--- config.mk ---
export PLATFORM = sky130hd
export DESIGN_NAME = dport_master
export DESIGN_NICKNAME = d
export VERILOG_FILES = /design/src/rtl/dport_pkg.sv /design/src/rtl/dport_negsample.sv /design/src/rtl/dport_ctrl.sv /design/src/rtl/dport_master.sv
export SDC_FILE = /design/constraint.sdc
export NUM_CORES = 1
export LEC_CHECK = 0
export ABC_AREA = 1
export CORE_ASPECT_RATIO = 1.1
export CORE_UTILIZATION = 44
export CTS_CLUSTER_DIAMETER = 30
export DETAILED_ROUTE_END_ITERATION = 16
export PLACE_DENSITY = 0.84
export SETUP_SLACK_MARGIN = 0.02
export SLEW_MARGIN = 10
export SYNTH_ARGS = -nofsm -noshare
export SYNTH_HDL_FRONTEND = slang
export SYNTH_HIERARCHICAL = 1
export SYNTH_SLANG_ARGS = --single-unit
--- constraint.sdc ---
create_clock -name clk -period 6.05 [get_ports clk]
set_input_delay 0.9075 -clock clk [delete_from_list [all_inputs] [get_ports clk]]
set_output_delay 0.9075 -clock clk [all_outputs]
set_load 0.05 [all_outputs]
--- src/rtl/dport_pkg.sv ---
package dport_pkg;

    typedef enum logic [1:0] {
        ST_IDLE = 2'd0,
        ST_ARB  = 2'd1,
        ST_OWN  = 2'd2,
        ST_DONE = 2'd3
    } dport_state_e;

endpackage

--- src/rtl/dport_negsample.sv ---
module dport_negsample #(
    parameter int W = 2
) (
    input  logic         clk,
    input  logic         rst,
    input  logic [W-1:0] sig_in,
    output logic [W-1:0] sig_q
);
    logic [W-1:0] smp_d, smp_q;

    always_comb begin
        smp_d = rst ? '0 : sig_in;
    end

    always_ff @(negedge clk) begin
        smp_q <= smp_d;
    end

    assign sig_q = smp_q;
endmodule

--- src/rtl/dport_ctrl.sv ---
module dport_ctrl
    import dport_pkg::*;
#(
    parameter int AW = 16,
    parameter int DW = 16
) (
    input  logic          clk,
    input  logic          rst,
    input  logic          core_valid,
    input  logic          core_write,
    input  logic          core_io,
    input  logic [AW-1:0] core_addr,
    input  logic [DW-1:0] core_wdata,
    output logic          core_ready,
    output logic [DW-1:0] core_rdata,
    input  logic          grant_s,
    input  logic          busy_s,
    input  logic          xfer_ack,
    input  logic [DW-1:0] bus_rdata,
    output logic          bus_req,
    output logic          bus_own,
    output logic [AW-1:0] bus_addr,
    output logic          addr_oe,
    output logic [DW-1:0] bus_wdata,
    output logic          data_oe,
    output logic          bus_mem,
    output logic          bus_rd,
    output logic          bus_dstrobe,
    output logic          mem_oe,
    output logic          mem_we
);
    typedef struct packed {
        dport_state_e  state;
        logic [AW-1:0] addr;
        logic [DW-1:0] wdata;
        logic [DW-1:0] rdata;
        logic          write;
        logic          io;
        logic          req;
        logic          own;
        logic          ready;
        logic          adrv;
        logic          ddrv;
        logic          strb;
        logic          oe;
        logic          we;
    } ctrl_regs_t;

    ctrl_regs_t r_d, r_q;
    logic       won;

    assign won = grant_s & ~busy_s;

    always_comb begin
        r_d       = r_q;
        r_d.ready = 1'b0;
        unique case (r_q.state)
            ST_IDLE: begin
                if (core_valid) begin
                    r_d.state = ST_ARB;
                    r_d.addr  = core_addr;
                    r_d.wdata = core_wdata;
                    r_d.write = core_write;
                    r_d.io    = core_io;
                    r_d.req   = 1'b1;
                end
            end
            ST_ARB: begin
                if (won) begin
                    r_d.state = ST_OWN;
                    r_d.req   = 1'b0;
                    r_d.own   = 1'b1;
                    r_d.adrv  = 1'b1;
                    r_d.ddrv  = r_q.write;
                    r_d.strb  = 1'b1;
                    r_d.oe    = ~r_q.io & ~r_q.write;
                    r_d.we    = ~r_q.io & r_q.write;
                end
            end
            ST_OWN: begin
                if (xfer_ack) begin
                    r_d.state = ST_DONE;
                    if (!r_q.write) r_d.rdata = bus_rdata;
                    r_d.own   = 1'b0;
                    r_d.adrv  = 1'b0;
                    r_d.ddrv  = 1'b0;
                    r_d.strb  = 1'b0;
                    r_d.oe    = 1'b0;
                    r_d.we    = 1'b0;
                    r_d.ready = 1'b1;
                end
            end
            default: begin
                r_d.state = ST_IDLE;
            end
        endcase

        if (rst) begin
            r_d       = r_q;
            r_d.state = ST_IDLE;
            r_d.req   = 1'b0;
            r_d.own   = 1'b0;
            r_d.ready = 1'b0;
            r_d.adrv  = 1'b0;
            r_d.ddrv  = 1'b0;
            r_d.strb  = 1'b0;
            r_d.oe    = 1'b0;
            r_d.we    = 1'b0;
        end
    end

    always_ff @(posedge clk) begin
        r_q <= r_d;
    end

    assign core_ready  = r_q.ready;
    assign core_rdata  = r_q.rdata;
    assign bus_req     = r_q.req;
    assign bus_own     = r_q.own;
    assign bus_addr    = r_q.addr;
    assign addr_oe     = r_q.adrv;
    assign bus_wdata   = r_q.wdata;
    assign data_oe     = r_q.ddrv;
    assign bus_mem     = ~r_q.io;
    assign bus_rd      = ~r_q.write;
    assign bus_dstrobe = r_q.strb;
    assign mem_oe      = r_q.oe;
    assign mem_we      = r_q.we;

    assert_idle_quiet_R2: assert property (@(posedge clk) disable iff (rst)
        (r_q.state == ST_IDLE && !core_valid) |=> !bus_req);

    assert_req_own_excl_R4: assert property (@(posedge clk) disable iff (rst)
        !(bus_req && bus_own));

    assert_own_needs_win_R4: assert property (@(posedge clk) disable iff (rst)
        $rose(bus_own) |-> $past(grant_s && !busy_s));

    assert_drive_only_owned_R5: assert property (@(posedge clk) disable iff (rst)
        (addr_oe || data_oe || bus_dstrobe) |-> bus_own);

    assert_wait_holds_R6: assert property (@(posedge clk) disable iff (rst)
        (bus_own && !xfer_ack) |=> (bus_own && $stable(bus_addr) && $stable(data_oe)));

    assert_release_on_ack_R7: assert property (@(posedge clk) disable iff (rst)
        (bus_own && xfer_ack) |=> (!bus_own && !addr_oe && !data_oe && core_ready));

    assert_ready_single_R7: assert property (@(posedge clk) disable iff (rst)
        core_ready |=> !core_ready);

    assert_no_hold_after_R8: assert property (@(posedge clk) disable iff (rst)
        core_ready |-> (!bus_req && !bus_own));

    assert_io_no_mem_strobe_R9: assert property (@(posedge clk) disable iff (rst)
        (bus_own && !bus_mem) |-> (!mem_oe && !mem_we));
endmodule

--- src/rtl/dport_master.sv ---
module dport_master #(
    parameter int AW = 16,
    parameter int DW = 16
) (
    input  logic          clk,
    input  logic          rst,
    input  logic          core_valid,
    input  logic          core_write,
    input  logic          core_io,
    input  logic [AW-1:0] core_addr,
    input  logic [DW-1:0] core_wdata,
    output logic          core_ready,
    output logic [DW-1:0] core_rdata,
    output logic          bus_req,
    input  logic          bus_grant,
    input  logic          bus_busy,
    output logic          bus_own,
    output logic [AW-1:0] bus_addr,
    output logic          addr_oe,
    output logic [DW-1:0] bus_wdata,
    output logic          data_oe,
    input  logic [DW-1:0] bus_rdata,
    output logic          bus_mem,
    output logic          bus_rd,
    output logic          bus_dstrobe,
    output logic          mem_oe,
    output logic          mem_we,
    input  logic          xfer_ack
);
    localparam int ARB_W = 2;

    logic [ARB_W-1:0] arb_q;

    dport_negsample #(.W(ARB_W)) u_smp (
        .clk    (clk),
        .rst    (rst),
        .sig_in ({bus_grant, bus_busy}),
        .sig_q  (arb_q)
    );

    dport_ctrl #(.AW(AW), .DW(DW)) u_ctrl (
        .clk         (clk),
        .rst         (rst),
        .core_valid  (core_valid),
        .core_write  (core_write),
        .core_io     (core_io),
        .core_addr   (core_addr),
        .core_wdata  (core_wdata),
        .core_ready  (core_ready),
        .core_rdata  (core_rdata),
        .grant_s     (arb_q[1]),
        .busy_s      (arb_q[0]),
        .xfer_ack    (xfer_ack),
        .bus_rdata   (bus_rdata),
        .bus_req     (bus_req),
        .bus_own     (bus_own),
        .bus_addr    (bus_addr),
        .addr_oe     (addr_oe),
        .bus_wdata   (bus_wdata),
        .data_oe     (data_oe),
        .bus_mem     (bus_mem),
        .bus_rd      (bus_rd),
        .bus_dstrobe (bus_dstrobe),
        .mem_oe      (mem_oe),
        .mem_we      (mem_we)
    );
endmodule

==> results of run 1 <==
==> cells by family (layout without fill, tap and decap cells) <==
group | count (synthesis) | count (layout)
buffers and inverters | 70 | 152
flip-flops | 60 | 60
AND/OR/NAND/NOR | 43 | 43
adder cells (fa/ha/maj) | 4 | 4
AO/OA/AOI/OAI | 2 | 2
==> layer usage <==
metal | up-vias | global-route usage | part of all wire
li1 | 695 | - | -
met1 | 669 | 0.155 | 0.37
met2 | 70 | 0.270 | 0.52
met3 | 16 | 0.0505 | 0.072
met4 | 0 | 0.104 | 0.028
met5 | - | 0 | 0
==> state kept, by name, summed over array words and instances, names as in the netlist <==
name	flops
u_ctrl/bus_own	1
u_ctrl/core_rdata	16
u_ctrl/bus_wdata	16
u_ctrl/data_oe	1
u_ctrl/mem_we	1
u_ctrl/bus_addr	16
u_ctrl/bus_req	1
u_smp/sig_q	2
u_ctrl/core_ready	1
u_ctrl/r_q	4
u_ctrl/mem_oe	1
==> worst register-to-register path: cells and delay by family, from the launching register on <==
family	cells	cell delay [ps]
DFF	1	280
buffers and inverters	1	40
and+or+nand+nor	5	480
==> worst max-delay path by stage <==
| stage | endpoint | slack [ps] |
|---|---|---|
| floorplan | u_smp/sig_q[0] | 1950 |
| global placement | u_smp/sig_q[0] | 1330 |
| detailed placement | u_smp/sig_q[0] | 1300 |
| CTS | u_smp/sig_q[0] | 1680 |
| global route | u_smp/sig_q[0] | 1620 |
| finish | u_smp/sig_q[0] | 1660 |
==> layout make-up <==
type,instances,area (µm²)
flip-flops and latches,60,1700
multi-input cells,49,275
fillers,388,1650
inverters,19,71.3
clock inverters,9,78.8
clock buffers,9,124
repair buffers,115,1150
well taps,72,90.1
==> power groups by stage <==
stage / Combinational (mW) / Sequential [mW] / Clock [mW]
finish: 0.431 / 0.529 / 0.350
detailed placement: 0.432 / 0.538 / 0.00311
global placement: 0.425 / 0.536 / 0.00311
CTS: 0.432 / 0.529 / 0.362
floorplan: 0.289 / 0.574 / 0.00311
global route: 0.459 / 0.534 / 0.382
==> layout by cell type, fill, tap and decap left out, drive strengths merged <==
cell           instances
a21oi                  1
buf                    2
bufinv                 2
clkbuf                 9
clkdlybuf4s50        113
clkinv                 4
clkinvlp               1
dfxtp                 10
edfxtp                50
ha                     4
inv                   21
nand2                 20
nand3                  6
nand4                  1
nor2                  11
nor3                   4
nor4                   1
o21ai                  1
==> impl_metrics.yaml, run 1 <==
run_status:
  status: "complete, no violations"
synth:
  yosys_warnings: 6
  synth-simple-area-share: 0.0844
  synth-xor-area-share: 0
  synth_cell_type_count: 18
  async_flop_share: 0
  synth.area.top_cells: "edfxtp_1 (62%), buf_4 (16%), dfxtp_1 (8.3%)"
  seq_area_frac_synth: 0.704
  synth_cells: 179
  yosys-top-cells-count: "buf_4 (50), edfxtp_1 (50), inv_1 (19), nand2_1 (18)"
  synth_top_area_frac: 0.621
  netlist.top_cell.by_area: "edfxtp_1"
  ys.flop_type: "edfxtp_1"
  muxShareOfSynthArea: 0
  synth_edf_count: 50
  synth_top_family_by_area: "buffers and inverters"
  syn_nets: 239
  synth-adder-area-share: 0.0207
  ys_ff_latch: 60
  synth-compound-area-share: 0.00414
  syn_area_um2: 2420
  syn_area_per_cell_um2: 13.5
grt:
  grt-ovfl-total: 0
  grt_start_max_net_pins: 36
  grt_pass1_vias: 1429
  grt_pass1_wl_um: 6380
  grt_usage: 0.155
  antenna_found_initial: 0
timing:
  hold_violations: 0
  drv_slew: 0
  setup_viol: 0
  final.setup_skew_ps: 43.2
  fin_setup_tns_ps: 0
  rsz0062_at_grt: "no"
  worst_slew_pin_slew_ps: 547
  maxSlewHeadroom: 0.634
  fin_ws_ps: 1660
  fin_hold_ws_ps: 471
pwr:
  p_sw_frac: 0.340
  clkPwrFrac: 0.267
  p_comb_frac: 0.329
  vdd_drop_max_uv: 245
  power_frac_seq: 0.404
  p_per_area_nw_per_um2: 376
  power.internal_uw: 865
  p_leak_nw: 1.32
  power.net_switching_uw: 445
  total_power_mw: 1.31
critical_path:
  slowest_stage: "clkdlybuf4s50_1"
  path_delay_family: "buffers and inverters"
  reg2reg_depth: 6
  path_cells: "clkdlybuf4s50_1, nor2_1"
  path_depth: 2
  start_kind: "primary input"
  slowest_delay_ps: 610
  crit_buf_inv: 1
  r2r_slack_ps: 2080
  worstReg2RegEnd: "u_ctrl/r_q[58]"
  cp-end-kind: "flop"
  cp_data_required_time_ps: 3260
  critPathMaxFanout: 6
  timing.rr.start: "u_smp/sig_q[0]"
  arrival_ps: 1600
  crit_path_start: "rst"
  criticalPathCategory: "in2reg"
detailed_routing:
  post_drt_wl_per_cell_um: 13.1
  antenna_left: 0
  vias: 1450
  drc_errors: 0
  drt-initial-drc-count: 43
  firstDrtPassIters: 4
  viasPerCell: 4.35
  routed_wl_um: 4350
placement:
  place_inst: 316
  gp_congestion: 0.799
  io_buffers: 113
  placed_area_um2: 3290
  post-place-ws_ps: 1300
  hpwl_um: 3250
cts:
  cts_setup_buffers: 0
  cts-root-buf: "clkbuf_8"
  path_clk_slew_ps: 60
  cts_buffer_depth: 2
  postCtsHoldBufs: 0
  cts_buffers: 9
  cts_tree: "yes"
  h-tree-depth: 3
  cts_resized: 0
  cts_sinks: 60
  clock_latency_ps: 360
hold_path:
  min_to: "u_ctrl/bus_req"
  hold_path_depth: 2
  hold_path_class: "reg2reg"
  worstHoldStart: "u_ctrl/bus_req"
final_layout:
  area_growth_pct: 44.3
  stdcell_area_um2: 3490
  drive_gt1_frac: 0.0881
  final_cells: 333
  final_util: 0.679
  antenna_cells: 0
  nNetsFinal: 316
die:
  fp.coreArea_um2: 5130
  die_h_um: 79.7
  start_util: 0.471
  dieArea_um2: 5790
  ioPinCount: 114
  rows: 27
  fp.dieW_um: 72.7
flow_run:
  drv_cap: 0
No activity file was read; power rests on OpenSTA's default activity.
==> run 2, diff against run 1 <==
- CORE_UTILIZATION: 44 -> 37
- PLACE_DENSITY: 0.84 -> 0.75
- clock period: 6.05 -> 3.8 ns (I/O delays scaled with it)
==> impl_metrics.yaml, run 2 (same netlist as run 1, synthesis figures left out) <==
detailed_routing:
  post_drt_wl_per_cell_um: 12.6
  vias: 1436
  firstDrtPassIters: 4
  wl_met2_um: 2310
  antenna_left: 0
  drt-initial-drc-count: 46
  highest_layer: "met4"
  routed_wl_um: 4280
  drc_errors: 0
  viasPerCell: 4.22
  routed-wl-met3_um: 284
  wl_met1_um: 1540
cts:
  h-tree-depth: 3
  clock_latency_ps: 360
  path_clk_slew_ps: 60
  cts_tree: "yes"
  cts_resized: 0
  cts_buffer_depth: 2
  cts_sinks: 60
  cts_buffers: 9
  postCtsHoldBufs: 0
  cts-root-buf: "clkbuf_8"
  cts_setup_buffers: 0
timing:
  drv_slew: 0
  fin_setup_tns_ps: 0
  worst_slew_pin_slew_ps: 544
  fin_hold_ws_ps: 486
  setup_viol: 0
  final.setup_skew_ps: 43.7
  hold_violations: 0
  rsz0062_at_grt: "no"
  maxSlewHeadroom: 0.636
final_layout:
  drive_gt1_frac: 0.0808
  final_common_cell: "clkdlybuf4s50_1"
  n_fill_cell: 557
  area_growth_pct: 43.3
  final_cell_mix: "clkdlybuf4s50_1 (113), edfxtp_1 (50), inv_1 (20)"
  antenna_cells: 0
  nNetsFinal: 316
  final_util: 0.556
run_status:
  status: "complete, no violations"
grt:
  grt_usage: 0.134
  grt_pass1_wl_um: 6650
  grt_pass1_vias: 1405
  antenna_found_initial: 0
  grt_start_max_net_pins: 36
  grt-ovfl-total: 0
critical_path:
  arrival_ps: 1260
  critPathMaxFanout: 6
  timing.rr.start: "u_smp/sig_q[0]"
  worstReg2RegEnd: "u_ctrl/r_q[58]"
  path_cells: "clkdlybuf4s50_1, nor2_1"
  cp-end-kind: "flop"
  reg2reg_depth: 6
  path_delay_family: "buffers and inverters"
  r2r_slack_ps: 940
  criticalPathCategory: "in2reg"
  crit_buf_inv: 1
  slowest_delay_ps: 600
  slowest_stage: "clkdlybuf4s50_1"
  start_kind: "primary input"
  cp_data_required_time_ps: 2130
hold_path:
  min_to: "u_ctrl/bus_req"
  hold_path_class: "reg2reg"
  worstHoldStart: "u_ctrl/bus_req"
  hold_path_depth: 2
die:
  rows: 30
  die_h_um: 86.8
  start_util: 0.388
  fp.dieW_um: 79.0
  dieArea_um2: 6860
  ioPinCount: 114
  fp.coreArea_um2: 6230
flow_run:
  drv_cap: 0
placement:
  gp_congestion: 0.808
  io_buffers: 113
  hpwl_um: 3250
pwr:
  p_per_area_nw_per_um2: 580
  total_power_mw: 2.01
  vdd_drop_max_uv: 284
  p_leak_nw: 1.30
==> run 2: cell count changes in the layout (fill, tap and decap cells not counted), sizes merged <==
cell,delta
clkbuf,+1
clkinvlp,-1
bufinv,-1
==> run 2: area by class of cell <==
class                      instances  area (µm²)  share of cell area
sequential                        60        1700               0.491
timing repair buffer             115        1150               0.331
multi-input combinational         49         275              0.0795
clock buffer                      10         128              0.0368
tap                               80         100              0.0289
inverter                          19        71.3              0.0206
clock inverter                     7        41.3              0.0119
==> run 2: routing by layer <==
layer / vias to the layer above / global-route usage
met3: 11 / 0.0474
met5: - / 0
met1: 665 / 0.140
met2: 66 / 0.226
met4: 0 / 0.0893
li1: 694 / -
==> run 2: power breakdown <==
part	switching, mW	internal, mW	total, mW
combinational	0.446	0.238	0.684
sequential	0.0328	0.810	0.842
clock	0.221	0.259	0.480
total	0.700	1.31	2.01
==> run 2: through the flow <==
stage                     cells  area (µm²)  worst slack (ps)
after floorplan             179        2420               295
after global placement      324        3300               542
after detailed placement    324        3300               518
after CTS                   340        3460               892
after global routing        340        3460               848
final                       340        3460               871
==> run 2: how the worst max path moves through the flow <==
| stage | startpoint | to | slack, ps | depth (start not counted) |
|---|---|---|---|---|
| floorplan | u_ctrl/r_q[59] | u_ctrl/bus_addr[0] | 300 | 4 |
| global placement | rst | u_smp/sig_q[1] | 540 | 2 |
| detailed placement | rst | u_smp/sig_q[1] | 520 | 2 |
| CTS | rst | u_smp/sig_q[1] | 890 | 2 |
| global route | u_smp/sig_q[0] | u_ctrl/r_q[59] | 850 | 7 |
| finish | rst | u_smp/sig_q[1] | 870 | 2 |
==> run 2: worst reg2reg max path: cells and delay by family, from the launching register on <==
kind	cells	cell delay, ps
buf+inv	1	40
flops	1	290
simple gates	5	500
==> run 3, diff against run 2 <==
- CORE_UTILIZATION: 37 -> 41
- PLACE_DENSITY: 0.75 -> 0.79
- clock period: 3.8 -> 2.7 ns (I/O delays scaled with it)
==> impl_metrics.yaml, run 3 (same netlist as run 1, synthesis figures left out) <==
run_status:
  status: "complete, no violations"
grt:
  grt_pass1_wl_um: 6110
  grt-ovfl-total: 0
  grt_usage: 0.142
  antenna_found_initial: 0
  grt_pass1_vias: 1311
  grt_start_max_net_pins: 36
cts:
  path_clk_slew_ps: 60
  cts_buffer_depth: 2
  cts_tree: "yes"
  cts_sinks: 60
  cts_resized: 0
  h-tree-depth: 3
  cts_buffers: 9
  postCtsHoldBufs: 0
  cts-root-buf: "clkbuf_8"
  cts_setup_buffers: 0
  clock_latency_ps: 360
pwr:
  p_leak_nw: 1.32
  p_per_area_nw_per_um2: 842
  vdd_drop_max_uv: 679
  total_power_mw: 2.95
timing:
  fin_setup_tns_ps: 0
  maxSlewHeadroom: 0.642
  fin_hold_ws_ps: 469
  final.setup_skew_ps: 52.0
  worst_slew_pin_slew_ps: 536
  drv_slew: 0
  setup_viol: 0
  rsz0062_at_grt: "no"
  hold_violations: 0
final_layout:
  final_cell_mix: "clkdlybuf4s50_1 (113), edfxtp_1 (50), inv_1 (20)"
  register_area_um2: 1700
  multi_input_area_um2: 282
  nNetsFinal: 317
  drive_gt1_frac: 0.0916
  final_common_cell: "clkdlybuf4s50_1"
  area_growth_pct: 45.2
  stdcell_area_um2: 3510
  antenna_cells: 0
  n_fill_cell: 479
die:
  die_h_um: 82.5
  rows: 28
  start_util: 0.436
  dieArea_um2: 6200
  fp.coreArea_um2: 5540
  fp.dieW_um: 75.2
  ioPinCount: 114
detailed_routing:
  antenna_left: 0
  vias: 1382
  drt-initial-drc-count: 34
  routed_wl_um: 4240
  drc_errors: 0
  post_drt_wl_per_cell_um: 12.6
  firstDrtPassIters: 4
  viasPerCell: 4.10
critical_path:
  criticalPathCategory: "reg2reg"
  cp-end-kind: "flop"
  start_kind: "flop"
  arrival_ps: 2540
  reg2reg_depth: 6
  cp_data_required_time_ps: 2920
  critPathMaxFanout: 5
placement:
  hpwl_um: 3210
  io_buffers: 113
  gp_congestion: 0.842
  placed_area_um2: 3310
hold_path:
  hold_path_class: "reg2reg"
  hold_path_depth: 2
flow_run:
  drv_cap: 0
==> run 3: cell types whose count changed in the layout (fill, tap and decap cells not counted), sizes merged <==
cell,change
buf,+1
clkbuf,+4
clkinv,-3
==> run 3: worst paths after layout <==
| kind | startpoint | to | slack, ps |
|---|---|---|---|
| worst max-delay path | u_smp/sig_q[0] | u_ctrl/r_q[58] | 370 |
| worst min-delay path | u_ctrl/bus_req | u_ctrl/bus_req | 470 |
| worst max register to register | u_smp/sig_q[0] | u_ctrl/r_q[58] | 370 |
| worst min register to register | u_ctrl/bus_req | u_ctrl/bus_req | 470 |
==> run 3: metal layers <==
metal | vias up | share of wire | track usage
li1 | 695 | - | -
met1 | 628 | 0.37 | 0.150
met2 | 51 | 0.55 | 0.244
met3 | 8 | 0.060 | 0.0400
met4 | 0 | 0.021 | 0.0944
met5 | - | 0 | 0
==> run 3: where the power goes <==
| group | switching (mW) | total, mW | internal, mW |
|---|---|---|---|
| Sequential | 0.0432 | 1.18 | 1.14 |
| Clock | 0.316 | 0.797 | 0.480 |
| Combinational | 0.639 | 0.976 | 0.337 |
==> run 3: metrics by stage <==
| step | setup slack (ps) | utilization | cells |
|---|---|---|---|
| finish | 372 | 0.634 | 337 |
| global route | 273 | 0.634 | 337 |
| CTS | 380 | 0.634 | 337 |
| detailed placement | 284 | 0.597 | 320 |
| global placement | 290 | 0.597 | 320 |
| floorplan | 111 | - | 179 |
==> run 3: layout make-up <==
class / instances / area share
multi-input cells: 49 / 0.0803
well taps: 75 / 0.0268
inverters: 19 / 0.0203
clock buffers: 14 / 0.0464
clock inverters: 4 / 0.0121
flip-flops and latches: 60 / 0.485
repair buffers: 116 / 0.329
==> run 3: worst max-delay path, stage by stage (launching register included) <==
cell and delay [ps]:
dfxtp_1 290, inv_1 40, nand2_1 50, nand2_2 140, nand3_2 130, nor2_1 140
nor2_2 50
